$ cat config.mk
export PLATFORM = sky130hd
export DESIGN_NAME = exc_frame_seq
export DESIGN_NICKNAME = d
export VERILOG_FILES = /design/src/rtl/exc_frame_pkg.sv /design/src/rtl/exc_vec_decode.sv /design/src/rtl/exc_slot_build.sv /design/src/rtl/exc_slot_cursor.sv /design/src/rtl/exc_frame_seq.sv
export SDC_FILE = /design/constraint.sdc
export NUM_CORES = 1
export LEC_CHECK = 0
export BUFFER_PORTS_ARGS = -buffer_cell sky130_fd_sc_hd__buf_2
export CAP_MARGIN = 10
export CORE_UTILIZATION = 56
export DETAILED_ROUTE_END_ITERATION = 12
export GPL_TIMING_DRIVEN = 0
export PLACE_DENSITY = 0.87
export RECOVER_POWER = 100
export SYNTH_ARGS = -nofsm -noshare
export SYNTH_HDL_FRONTEND = slang
export SYNTH_SLANG_ARGS = --single-unit
$ cat constraint.sdc
create_clock -name clk -period 12.5 [get_ports clk]
set_clock_uncertainty 0.1 [all_clocks]
set_input_delay 1.875 -clock clk [delete_from_list [all_inputs] [get_ports clk]]
set_output_delay 1.875 -clock clk [all_outputs]
set_load 0.01 [all_outputs]
$ cat src/rtl/exc_frame_pkg.sv
// Package: shared constants and types of the exception frame sequencer.
// Assumes: slot indices below define the write order of a frame.
package exc_frame_pkg;
    localparam int NSLOT     = 6;
    localparam int SLOT_OSS  = 0;
    localparam int SLOT_OSP  = 1;
    localparam int SLOT_FLG  = 2;
    localparam int SLOT_CS   = 3;
    localparam int SLOT_IP   = 4;
    localparam int SLOT_ERR  = 5;

    typedef enum logic [1:0] {
        ST_IDLE = 2'd0,
        ST_PUSH = 2'd1,
        ST_DONE = 2'd2
    } seq_state_e;
endpackage

$ cat src/rtl/exc_vec_decode.sv
// Module: resolves the effective vector, the gate attributes in force,
// whether an error code belongs in the frame, its value, and whether the
// privilege level changes.
// Assumes: VEC_W >= 5 and VEC_W + 3 <= EC_W; ERR_MAP bit n set means
// vector n (n < 32) carries an error code.
module exc_vec_decode #(
    parameter int          VEC_W   = 8,
    parameter int          PL_W    = 2,
    parameter int          EC_W    = 16,
    parameter logic [31:0] ERR_MAP = 32'h0000_7D00,
    parameter int          GP_VEC  = 13
) (
    input  logic [VEC_W-1:0] vector,
    input  logic             present,
    input  logic             g_is32,
    input  logic [PL_W-1:0]  g_dpl,
    input  logic             gp_is32,
    input  logic [PL_W-1:0]  gp_dpl,
    input  logic [PL_W-1:0]  cpl,
    input  logic             ext,
    input  logic [EC_W-1:0]  err_in,
    output logic [VEC_W-1:0] eff_vec,
    output logic             has_err,
    output logic [EC_W-1:0]  err_out,
    output logic             is32,
    output logic             priv_chg
);
    localparam int LOW_W = 5;

    logic [PL_W-1:0] dpl_sel;
    logic [EC_W-1:0] gp_code;

    // Purpose: pick the gate actually used and the effective vector.
    always_comb begin
        eff_vec = present ? vector : VEC_W'(GP_VEC);
        is32    = present ? g_is32 : gp_is32;
        dpl_sel = present ? g_dpl  : gp_dpl;
        priv_chg = (dpl_sel != cpl);
    end

    // Purpose: build the general-protection code for a missing gate.
    always_comb begin
        gp_code            = '0;
        gp_code[3 +: VEC_W] = vector;
        gp_code[1]         = 1'b1;
        gp_code[0]         = ext;
    end

    // Purpose: decide error code presence and its value.
    always_comb begin
        has_err = ((eff_vec >> LOW_W) == '0) && ERR_MAP[eff_vec[LOW_W-1:0]];
        err_out = present ? err_in : gp_code;
    end
endmodule

$ cat src/rtl/exc_slot_build.sv
// Module: lays out the candidate frame slots, formatted to the slot width,
// and a mask of the slots that belong in this frame.
// Assumes: DW is even; narrow slots keep the low DW/2 bits.
module exc_slot_build
    import exc_frame_pkg::*;
#(
    parameter int DW    = 32,
    parameter int SEL_W = 16,
    parameter int EC_W  = 16
) (
    input  logic             is32,
    input  logic             priv_chg,
    input  logic             has_err,
    input  logic [DW-1:0]    flags,
    input  logic [SEL_W-1:0] cs,
    input  logic [DW-1:0]    ip,
    input  logic [SEL_W-1:0] old_ss,
    input  logic [DW-1:0]    old_sp,
    input  logic [EC_W-1:0]  err,
    output logic [DW-1:0]    slot_data [NSLOT],
    output logic [NSLOT-1:0] slot_mask
);
    localparam int HW = DW / 2;

    logic [DW-1:0] raw [NSLOT];

    // Purpose: gather the raw items in write order, selectors zero-extended.
    always_comb begin
        raw[SLOT_OSS] = DW'(old_ss);
        raw[SLOT_OSP] = old_sp;
        raw[SLOT_FLG] = flags;
        raw[SLOT_CS]  = DW'(cs);
        raw[SLOT_IP]  = ip;
        raw[SLOT_ERR] = DW'(err);
    end

    // Purpose: select which slots this frame writes.
    always_comb begin
        slot_mask           = '0;
        slot_mask[SLOT_OSS] = priv_chg;
        slot_mask[SLOT_OSP] = priv_chg;
        slot_mask[SLOT_FLG] = 1'b1;
        slot_mask[SLOT_CS]  = 1'b1;
        slot_mask[SLOT_IP]  = 1'b1;
        slot_mask[SLOT_ERR] = has_err;
    end

    // Purpose: trim each slot to the gate width.
    for (genvar g = 0; g < NSLOT; g++) begin : g_fmt
        assign slot_data[g] = is32 ? raw[g] : {{(DW-HW){1'b0}}, raw[g][HW-1:0]};
    end
endmodule

$ cat src/rtl/exc_slot_cursor.sv
// Module: finds the lowest set mask bit at or above a starting index.
// Assumes: start may equal NSLOT, meaning nothing is left.
module exc_slot_cursor #(
    parameter int NSLOT = 6,
    localparam int IDX_W = $clog2(NSLOT)
) (
    input  logic [NSLOT-1:0] mask,
    input  logic [IDX_W:0]   start,
    output logic             found,
    output logic [IDX_W-1:0] idx
);
    // Purpose: downward scan so the lowest qualifying index wins.
    always_comb begin
        found = 1'b0;
        idx   = '0;
        for (int i = NSLOT - 1; i >= 0; i--) begin
            if (mask[i] && (i >= int'(start))) begin
                found = 1'b1;
                idx   = IDX_W'(i);
            end
        end
    end
endmodule

$ cat src/rtl/exc_frame_seq.sv
// Module: exception entry frame sequencer top. Accepts a request while
// idle, latches the laid-out frame, writes one slot per cycle with
// pre-decrement addressing, then strobes done for one cycle.
// Assumes: flat stack addressing; request inputs are valid with req_valid.
module exc_frame_seq
    import exc_frame_pkg::*;
#(
    parameter int VEC_W = 8,
    parameter int PL_W  = 2,
    parameter int SEL_W = 16,
    parameter int DW    = 32,
    parameter int EC_W  = 16
) (
    input  logic             clk,
    input  logic             rst_n,
    input  logic             req_valid,
    input  logic [VEC_W-1:0] req_vector,
    input  logic [EC_W-1:0]  req_err,
    input  logic             req_ext,
    input  logic             gate_present,
    input  logic             gate_is32,
    input  logic [PL_W-1:0]  gate_dpl,
    input  logic             gp_is32,
    input  logic [PL_W-1:0]  gp_dpl,
    input  logic [PL_W-1:0]  cur_cpl,
    input  logic [DW-1:0]    cur_flags,
    input  logic [SEL_W-1:0] cur_cs,
    input  logic [DW-1:0]    cur_ip,
    input  logic [SEL_W-1:0] cur_ss,
    input  logic [DW-1:0]    cur_sp,
    input  logic [SEL_W-1:0] new_ss,
    input  logic [DW-1:0]    new_sp,
    output logic             busy,
    output logic             wr_en,
    output logic [DW-1:0]    wr_addr,
    output logic [DW-1:0]    wr_data,
    output logic             wr_size32,
    output logic             done,
    output logic [DW-1:0]    done_sp,
    output logic [SEL_W-1:0] done_ss,
    output logic [VEC_W-1:0] done_vector
);
    localparam int IDX_W = $clog2(NSLOT);
    localparam logic [DW-1:0] STEP_W = DW'(4);
    localparam logic [DW-1:0] STEP_H = DW'(2);

    seq_state_e       state_q;
    logic [DW-1:0]    slot_q [NSLOT];
    logic [NSLOT-1:0] mask_q;
    logic [IDX_W-1:0] idx_q;
    logic [DW-1:0]    sp_q;
    logic [SEL_W-1:0] ss_q;
    logic [VEC_W-1:0] vec_q;
    logic             is32_q;

    logic [VEC_W-1:0] d_vec;
    logic             d_err, d_is32, d_chg;
    logic [EC_W-1:0]  d_code;
    logic [DW-1:0]    b_data [NSLOT];
    logic [NSLOT-1:0] b_mask;
    logic             f_found, n_found;
    logic [IDX_W-1:0] f_idx, n_idx;
    logic             accept;
    logic [DW-1:0]    step;

    exc_vec_decode #(.VEC_W(VEC_W), .PL_W(PL_W), .EC_W(EC_W)) u_dec (
        .vector(req_vector), .present(gate_present), .g_is32(gate_is32),
        .g_dpl(gate_dpl), .gp_is32(gp_is32), .gp_dpl(gp_dpl), .cpl(cur_cpl),
        .ext(req_ext), .err_in(req_err), .eff_vec(d_vec), .has_err(d_err),
        .err_out(d_code), .is32(d_is32), .priv_chg(d_chg)
    );

    exc_slot_build #(.DW(DW), .SEL_W(SEL_W), .EC_W(EC_W)) u_build (
        .is32(d_is32), .priv_chg(d_chg), .has_err(d_err), .flags(cur_flags),
        .cs(cur_cs), .ip(cur_ip), .old_ss(cur_ss), .old_sp(cur_sp),
        .err(d_code), .slot_data(b_data), .slot_mask(b_mask)
    );

    exc_slot_cursor #(.NSLOT(NSLOT)) u_first (
        .mask(b_mask), .start('0), .found(f_found), .idx(f_idx)
    );

    exc_slot_cursor #(.NSLOT(NSLOT)) u_next (
        .mask(mask_q), .start({1'b0, idx_q} + 1'b1), .found(n_found), .idx(n_idx)
    );

    // Purpose: request acceptance and current slot step.
    always_comb begin
        accept = req_valid && (state_q == ST_IDLE) && f_found;
        step   = is32_q ? STEP_W : STEP_H;
    end

    // Purpose: sequencer state, frame latch and stack pointer tracking.
    always_ff @(posedge clk) begin
        if (!rst_n) begin
            state_q <= ST_IDLE;
            mask_q  <= '0;
            idx_q   <= '0;
            sp_q    <= '0;
            ss_q    <= '0;
            vec_q   <= '0;
            is32_q  <= 1'b0;
            for (int i = 0; i < NSLOT; i++) slot_q[i] <= '0;
        end else begin
            case (state_q)
                ST_IDLE: if (accept) begin
                    state_q <= ST_PUSH;
                    mask_q  <= b_mask;
                    idx_q   <= f_idx;
                    sp_q    <= d_chg ? new_sp : cur_sp;
                    ss_q    <= d_chg ? new_ss : cur_ss;
                    vec_q   <= d_vec;
                    is32_q  <= d_is32;
                    for (int i = 0; i < NSLOT; i++) slot_q[i] <= b_data[i];
                end
                ST_PUSH: begin
                    sp_q <= sp_q - step;
                    if (n_found) idx_q <= n_idx;
                    else         state_q <= ST_DONE;
                end
                default: state_q <= ST_IDLE;
            endcase
        end
    end

    // Purpose: drive the write port and the done strobe from state.
    always_comb begin
        busy        = (state_q != ST_IDLE);
        wr_en       = (state_q == ST_PUSH);
        wr_addr     = sp_q - step;
        wr_data     = slot_q[idx_q];
        wr_size32   = is32_q;
        done        = (state_q == ST_DONE);
        done_sp     = sp_q;
        done_ss     = ss_q;
        done_vector = vec_q;
    end
endmodule

==> impl_metrics.yaml <==
global_routing:
  gr-total-overflow: 0
  grt_usage_pct: 37.37
  grt_pass1_wl_um: 54450
  antenna_found_initial: 1
  grt_pass1_vias: 9585
  grt_max_degree: 66
clock_network:
  cts.path.max_buffers: 3
  cts_setup_buffers: 0
  ctsResizeCount: 0
  clock_latency_ns: 0.52
  path_clk_slew_ns: 0.06
  cts_tree: "yes"
  cts_hold_buffers: 0
  htreeDepth: 1
  cts.sinks: 212
  clockRootBuffer: "clkbuf_16"
  cts_buffers: 23
synth:
  synth_compound_area_share_pct: 10.57
  synth_nets: 1184
  yosys_register_bits: 212
  synth_cells: 965
  synth_top_family_by_area: "simple AND/OR/NAND/NOR gates"
  synth_simple_gate_area_share_pct: 17.70
  synthArstFlopShare_pct: 0
  yosysWarnings: 0
  synthAdderAreaFrac_pct: 0.7818
  synth_edf_count: 144
  avgSynthCellArea_um2: 10.95
  synthesis.area_um2: 10560
  yosysUniqueCellTypes: 63
  synth_ff_type: "edfxtp_1"
  synthMuxAreaShare_pct: 10.95
  synthXorXnorAreaFrac_pct: 2.488
  ys_seq_area_share_pct: 53.83
final_layout:
  drive_above_1_share_pct: 21.30
  final_cell_mix: "216 x buf_2, 201 x clkbuf_1, 144 x edfxtp_1"
  fin_nets: 1545
  multiInputGateArea_um2: 4482
  fillers: 1439
  regArea_um2: 5685
  layout_commonest_cell: "buf_2"
  syn2layout_area_growth_pct: 23.85
  fin_util_pct: 71.84
setup_path:
  crit_path_end_kind: "flop"
  critPathLaunchType: "primary input"
  slowest_stage: "clkbuf_1"
  crit_fanout: 65
  critPathMaxStageDelay_ns: 2.54
  cpMostUsedCell: "clkbuf_1"
  crit_required_ns: 12.45
  crit_chain: "clkbuf_1 -> nand2_1 -> clkbuf_1 -> nand2_1 -> clkbuf_1"
  cp_data_arrival_time_ns: 6.45
  reg2reg_depth: 5
  crit_type: "in -> reg"
timing:
  relSlewSlack_pct: -131.9
  setup_viol: 0
  finalCritPeriodShare_pct: 52.00
  fin_crit_ns: 6.500
  worstMarginPinSlew_ns: 3.479
  fmax_ghz: 0.1539
  hold_viol: 0
  hold_ws_ns: 0.3634
  rsz0062_at_grt: "no"
  fin_tns_setup_ns: 0
  slew_violations: 150
power:
  power_density_nw_per_um2: 150.7
  p_leak_nw: 5.481
  ir_worst_vdd_mv: 0.1037
routing:
  firstDrtPassIters: 7
  ant_nets: 0
  vias: 9826
  initialDrtViolationCount: 932
  finalWirelength_um: 36810
  viasPerCell: 6.235
  drc_errors: 0
  wl_per_cell_um: 23.35
die:
  rows: 49
  ios: 337
  die_w_um: 139.3
  die-area_um2: 19420
  core_area_um2: 18210
  start_util_pct: 58.01
  die_h_um: 139.3
run:
  cap_violations: 3
hold_path:
  min_delay_path_depth: 2
  hold_class: "reg -> reg"
status:
  status: "finished, violations left"
  failed_checks: "capacitance limit, slew limit"
placement:
  io_buffers: 334
  gp_congestion: 0.9749
  dpl.hpwl_um: 27680
## final timing paths
check	startpoint	end	slack (ns)
min reg2reg	done_vector[6]	done_vector[6]	0.36
max	req_valid	slot_q[0][0]	6.00
min	done_vector[6]	done_vector[6]	0.36
max reg2reg	state_q[1]	slot_q[0][0]	6.90
## stage by stage
| stage | std cells | setup WS (ns) | total power (W) | instance area, um^2 |
|---|---|---|---|---|
| after global placement | 1528 | 4.706 | 0.001340 | 12520 |
| final | 1576 | 6.000 | 0.001971 | 13080 |
| after floorplan | 965 | 6.363 | 0.001146 | 10560 |
| after global routing | 1573 | 5.733 | 0.002035 | 13070 |
| after CTS | 1572 | 6.713 | 0.001976 | 13270 |
| after detailed placement | 1530 | 7.158 | 0.001347 | 12580 |
## report_power, final
part           total [W]  switching [W]  internal [W]
Combinational   0.000462       0.000293      0.000170
Sequential      0.000868      0.0000426      0.000825
Clock           0.000641       0.000281      0.000359
Total            0.00197       0.000617       0.00135
## sequential cells by signal, indices dropped and copies added, names as in the netlist, named ones only
| signal | cells |
|---|---|
| done_sp | 32 |
| slot_q | 144 |
| state_q | 2 |
| mask_q | 3 |
| wr_size32 | 1 |
| done_vector | 8 |
| done_ss | 16 |
| idx_q | 3 |
## logic make-up after synthesis
group                      after synthesis
and+or+nand+nor                        350
DFF                                    212
AOI/OAI and AO/OA                      173
buffers and inverters                  101
muxes                                   93
xor gates and xnor gates                30
adders and majority gates                6
## cell usage after synthesis, types with 3 or more instances
cell type    n  area (um^2)
or3_2        4        30.03
a21o_1       8        60.06
a21oi_1     51        255.2
mux2_2      20        225.2
edfxtp_1   144         4324
mux2i_1     57        570.6
o32ai_1      3        26.28
o21ai_0     33        165.2
a221oi_1     4        35.03
nor4_1       9        56.30
and2_1      51        319.1
clkbuf_1    69        259.0
dfxtp_1     68         1361
nand2_1     47        176.4
o22ai_1      6        37.54
a22oi_1     22        165.2
or4_4        3        33.78
ha_1         5        62.56
or2_2        4        25.02
or3_1        3        18.77
xnor2_1     16        140.1
a211oi_1    17        127.6
inv_1       18        67.56
nand2b_1     4        25.02
mux4_2      16        360.4
nand3_1     16        80.08
nor3_1      22        110.1
a222oi_1     3        30.03
a31oi_1      5        31.28
xor2_1      14        122.6
nor2_1      82        307.8
nor2b_1      3        18.77
buf_1       11        41.29
nor3b_1      3        22.52
and3_1      88        550.5
## worst max-delay path, delay by kind of cell
family	cells	cell delay, ns
buffers and inverters	3	3.03
and+or+nand+nor	2	1.48
## layout make-up
class	instances	share of cell area, %
Inverter	19	0.5452
Sequential cell	212	43.46
Clock inverter	15	0.8034
Multi-Input combinational cell	652	34.26
Buffer	82	2.439
Antenna cell	4	0.07652
Tap cell	229	2.190
Clock buffer	27	4.515
Timing Repair Buffer	336	11.71
## metal layers
metal  wire length [um]  track usage (%)
met3               3922            7.261
met2              16830            59.27
met4               2068            19.36
met5                  0                0
met1              13980            48.99
Note: power is estimated with default switching activity, not from simulation.
